===== src/rtl/window_wdog.sv =====
module window_wdog (
  input  logic        clk,
  input  logic        rst_n,
  input  logic        bus_we,
  input  logic [3:0]  bus_addr,
  input  logic [15:0] bus_wdata,
  output logic [15:0] bus_rdata,
  output logic        wdt_rst_o,
  output logic        wdt_irq_o
);
  localparam int CW = 14;
  localparam int PW = 13;

  logic [3:0]    div_sel;
  logic [1:0]    per_sel, wbeg_sel, wend_sel;
  logic          act_rst, halt, run, armed, f_uf, f_err, rst_q, irq_q;
  logic [CW-1:0] cnt, top, q1, q2, q3, beg_thr, end_thr;
  logic [PW-1:0] pre, div_lim;

  always_comb begin
    case (per_sel)
      2'd0:    top = CW'(1023);
      2'd1:    top = CW'(4095);
      2'd2:    top = CW'(8191);
      default: top = CW'(16383);
    endcase
    case (div_sel)
      4'b0100: div_lim = PW'(3);
      4'b0101: div_lim = PW'(255);
      4'b1000: div_lim = PW'(8191);
      default: div_lim = '0;
    endcase
  end

  assign q1 = top >> 2;
  assign q2 = top >> 1;
  assign q3 = top - q1;

  always_comb begin
    case (wbeg_sel)
      2'd0:    beg_thr = q1;
      2'd1:    beg_thr = q2;
      2'd2:    beg_thr = q3;
      default: beg_thr = top;
    endcase
    case (wend_sel)
      2'd0:    end_thr = q3;
      2'd1:    end_thr = q2;
      2'd2:    end_thr = q1;
      default: end_thr = '0;
    endcase
  end

  wire in_win   = (cnt <= beg_thr) && (cnt >= end_thr);
  wire wr_ref   = bus_we && (bus_addr == 4'h2);
  wire seq_done = wr_ref && armed && (bus_wdata[7:0] == 8'hFF);
  wire tick     = run && !halt && (pre == div_lim);
  wire uf_ev    = tick && (cnt == '0);
  wire err_ev   = seq_done && run && !in_win;
  wire ev       = uf_ev || err_ev;

  always_ff @(posedge clk or negedge rst_n) begin
    if (!rst_n) begin
      div_sel  <= '0;
      per_sel  <= 2'd3;
      wbeg_sel <= 2'd3;
      wend_sel <= 2'd3;
      act_rst  <= 1'b0;
      halt     <= 1'b0;
      cnt      <= '0;
      pre      <= '0;
      run      <= 1'b0;
      armed    <= 1'b0;
      f_uf     <= 1'b0;
      f_err    <= 1'b0;
      rst_q    <= 1'b0;
      irq_q    <= 1'b0;
    end else begin
      rst_q <= ev && act_rst;
      irq_q <= ev && !act_rst;
      if (bus_we) armed <= wr_ref && (bus_wdata[7:0] == 8'h00);
      if (bus_we) begin
        case (bus_addr)
          4'h0: begin
            wbeg_sel <= bus_wdata[13:12];
            wend_sel <= bus_wdata[9:8];
            div_sel  <= bus_wdata[7:4];
            per_sel  <= bus_wdata[1:0];
          end
          4'h4: begin
            if (!bus_wdata[14]) f_uf  <= 1'b0;
            if (!bus_wdata[15]) f_err <= 1'b0;
          end
          4'h6: act_rst <= bus_wdata[7];
          4'h8: halt    <= bus_wdata[0];
          default: ;
        endcase
      end
      if (uf_ev)  f_uf  <= 1'b1;
      if (err_ev) f_err <= 1'b1;
      if (ev) begin
        run <= 1'b0;
      end else if (seq_done) begin
        run <= 1'b1;
        cnt <= top;
        pre <= '0;
      end else if (run && !halt) begin
        if (tick) begin
          pre <= '0;
          cnt <= cnt - 1'b1;
        end else begin
          pre <= pre + 1'b1;
        end
      end
    end
  end

  always_comb begin
    case (bus_addr)
      4'h0:    bus_rdata = {2'b00, wbeg_sel, 2'b00, wend_sel, div_sel, 2'b00, per_sel};
      4'h4:    bus_rdata = {f_err, f_uf, cnt};
      4'h6:    bus_rdata = {8'h00, act_rst, 7'h00};
      4'h8:    bus_rdata = {15'h0000, halt};
      default: bus_rdata = '0;
    endcase
  end

  assign wdt_rst_o = rst_q;
  assign wdt_irq_o = irq_q;
endmodule


===== config.mk =====
export PLATFORM = sky130hd
export DESIGN_NAME = window_wdog
export DESIGN_NICKNAME = d
export VERILOG_FILES = /design/src/rtl/window_wdog.sv
export SDC_FILE = /design/constraint.sdc
export NUM_CORES = 1
export LEC_CHECK = 0
export BUFFER_PORTS_ARGS = -buffer_cell sky130_fd_sc_hd__buf_4
export CORE_MARGIN = 5
export CORE_UTILIZATION = 60
export CTS_CLUSTER_DIAMETER = 150
export DETAILED_ROUTE_END_ITERATION = 8
export GPL_ROUTABILITY_DRIVEN = 0
export HOLD_SLACK_MARGIN = 0.03
export PLACE_DENSITY = 0.81
export SETUP_SLACK_MARGIN = 0.5
export SLEW_MARGIN = 5
export SYNTH_ARGS = -nofsm -noshare
export SYNTH_HDL_FRONTEND = slang
export SYNTH_SLANG_ARGS = --single-unit
export TNS_END_PERCENT = 20

===== constraint.sdc =====
create_clock -name clk -period 4.6 [get_ports clk]
set_input_delay 0.46 -clock clk [delete_from_list [all_inputs] [get_ports clk]]
set_output_delay 0.46 -clock clk [all_outputs]
set_load 0.02 [all_outputs]

==> impl_metrics.toml <==
[min_path]
hold_class = "in2async"

[timing]
max_freq_mhz = 261.2
finalMaxSlewViolations = 0
fin_worst_skew_ps = 8.189
hold_viol_final = 0
slew_headroom = 0.4849
rsz0062_at_grt = "false"
fin_crit_sh = 0.8322
worst_pin_slew_ps = 766.3
setup_viol = 0
min_period_ps = 3828
setup_tns_ps = 0

[critical_path]
start_kind = "flop"
timing.rr.start = "per_sel[0]"
arrival_ps = 4010
required_ps = 4780
end_kind = "flop"
crit_fanout = 14
cp-startpoint = "per_sel[0]"
crit_type = "reg2reg"

[route]
route.met2.wl_microns = 4101
drt_iter0_drc = 283
via_per_inst = 6.357
drc_errors = 0
top_layer = "met4"
wl_per_cell_microns = 17.57
wl_met1_microns = 4185
wl_microns = 8906
vias = 3223
dr_wl_met3_microns = 552
drt_first_pass_iters = 4
antenna_left = 0

[floorplanning]
num_io_pins = 41
die_w_microns = 87.81
die_height_microns = 87.81
start_util = 0.6135
row_count = 28
dieArea_sq_um = 7710
core_sq_um = 5921

[global_route]
grt_max_degree = 46
grt_pass1_wl_microns = 15050
first_global_vias = 3194
grt_usage = 0.2429
grt_overflow = 0
antenna_found_initial = 0

[synth]
yosys_warnings = 0
avgSynthCellArea_sq_um = 9.149
synth_flop_cell = "dfrtp_1"
synth_area_sq_um = 3632
seq_area_frac_synth = 0.3121
postSynth.asyncResetShare = 1.000
synth-edff-count = 0
synthesis.nets = 460
synth_cells = 397
synth_seq_cells = 45
ys_types = 64

[power]
power.total_mw = 1.130
power.density_nw_per_um2 = 276.8
swShare = 0.3304
ir_drop_uv = 226.9
pwr-share-comb = 0.312
pwr-share-clk = 0.268
internal-power_uw = 756.8
p_switching_uw = 373.5
sequentialPowerShare = 0.419
power.leakage_nw = 1.967

[status]
status = "completed"

[run]
maxCapViolCount = 0

[clock_tree]
clock-sinks = 45
cts_tree = "yes"
cts_buffers = 5
insertion_delay_ps = 300
root_buffer = "clkbuf_8"
h-tree-depth = 2
cts_buffer_depth = 2
path_clk_slew_ps = 90

[layout]
fin_util = 0.6898
fin_nets = 494
layout-drive-gt1-share = 0.2130
diodes = 0
syn_to_final_growth_pct = 12.44
fillers = 461

[placement]
io_buffer_count = 38
hpwl_microns = 6605
==> flip-flops by register name, indices dropped and copies added (netlist names) <==
register   cells
armed          1
cnt           14
pre           13
per_sel        2
halt           1
act_rst        1
f_err          1
wbeg_sel       2
div_sel        4
wdt_irq_o      1
wend_sel       2
f_uf           1
wdt_rst_o      1
run            1
==> final cells by class <==
type | instances | area (sq um) | share of cell area
Clock inverter | 2 | 38.79 | 0.009498
Inverter | 16 | 60.06 | 0.01471
Tap cell | 75 | 93.84 | 0.02298
Multi-Input combinational cell | 319 | 2355 | 0.5766
Clock buffer | 6 | 72.57 | 0.01777
Timing Repair Buffer | 44 | 330.3 | 0.08088
Sequential cell | 45 | 1134 | 0.2776
==> power by group through the flow <==
stage | clock network [mW] | registers [mW] | logic, mW
final | 0.303 | 0.474 | 0.353
after global routing | 0.332 | 0.481 | 0.396
after CTS | 0.306 | 0.473 | 0.351
after detailed placement | 0 | 0.481 | 0.349
after global placement | 0 | 0.479 | 0.332
after floorplan | 0 | 0.458 | 0.272
==> synthesized netlist by cell type (6+ instances only) <==
cell	number	area share
clkbuf_1	8	0.0083
ha_1	40	0.14
and2_1	7	0.012
mux2_2	14	0.043
o21ai_0	16	0.022
a22o_1	8	0.019
a21oi_1	18	0.025
dfrtp_1	39	0.27
a31oi_1	20	0.034
nand4_1	8	0.014
nand3_1	10	0.014
dfstp_2	6	0.043
inv_1	16	0.017
nand2_1	27	0.028
or3_1	10	0.017
o41ai_1	6	0.014
o21ai_1	6	0.0083
nor2_1	32	0.033
nor3_1	12	0.017
==> critical path: stages, from the launching register on <==
cell and delay [ps]:
dfstp_2 590, inv_1 90, ha_1 360, o31ai_1 220
a22oi_1 140, ha_1 320, nand3_1 100, or3_1 400
or2_2 300, o2111ai_1 190, nand2_4 150, or3_4 520
mux2_1 350
==> routing by layer <==
layer | track usage | vias to the layer above
li1 | - | 1579
met1 | 0.3416 | 1540
met2 | 0.3966 | 96
met3 | 0.04045 | 8
met4 | 0.04881 | 0
met5 | 0 | -
==> layout by cell type (no fill, tap or decap), types with 3 or more instances in the layout <==
| cell type | count |
|---|---|
| o21ai_1 | 6 |
| o21a_1 | 3 |
| mux2_2 | 14 |
| o31ai_4 | 3 |
| a22oi_1 | 3 |
| or2_2 | 5 |
| nor2b_1 | 4 |
| inv_1 | 16 |
| o41ai_1 | 6 |
| buf_4 | 44 |
| o211ai_1 | 3 |
| nor3_1 | 12 |
| a21o_1 | 3 |
| dfstp_2 | 6 |
| dfrtp_1 | 39 |
| a211oi_1 | 4 |
| ha_1 | 40 |
| or4_1 | 4 |
| o21ai_0 | 16 |
| mux2i_1 | 3 |
| a21oi_1 | 18 |
| nand4_1 | 8 |
| nand3_1 | 10 |
| and3_1 | 4 |
| nand2b_1 | 5 |
| nor2_1 | 32 |
| clkbuf_8 | 5 |
| or3_1 | 9 |
| nand2_1 | 27 |
| a31oi_1 | 20 |
| o31ai_1 | 5 |
| a22o_1 | 8 |
| and2_1 | 7 |
==> what timing repair did <==
item / CTS / global route
setup buffers: 0 / 0
endpoints found under the setup margin: 0 / 6
gates resized for setup: 0 / 1
hold buffers: 0 / 0
==> through the flow <==
stage | instances | instance area (sq um) | hold WS [ps] | worst slack [ps]
floorplan | 397 | 3632 | 164.4 | 1080
global placement | 499 | 3968 | 462.8 | 629.0
detailed placement | 499 | 3968 | 477.7 | 587.6
CTS | 507 | 4079 | 177.3 | 565.2
global route | 507 | 4084 | 196.6 | 589.5
finish | 507 | 4084 | 161.5 | 771.7
==> final timing paths <==
kind | slack [ps] | cells after the start | endpoint
min | 160 | 1 | cnt[3]
min in group clk | 400 | 2 | wbeg_sel[1]
max in group asynchronous | 4040 | 1 | cnt[12]
max reg2reg | 770 | 12 | cnt[1]
max | 770 | 12 | cnt[1]
min reg2reg | 480 | 1 | wdt_irq_o
==> cells by family (layout without fill, tap and decap cells) <==
| logic type | after synthesis | count (layout) | synth area share |
|---|---|---|---|
| compound gates | 116 | 116 | 0.2339 |
| simple gates | 144 | 144 | 0.2146 |
| buf+inv | 33 | 68 | 0.04444 |
| xor+xnor | 1 | 1 | 0.002412 |
| mux | 18 | 18 | 0.05477 |
| flops | 45 | 45 | 0.3121 |
| fa+ha+maj | 40 | 40 | 0.1378 |
Note: power is estimated with default switching activity, not from simulation.
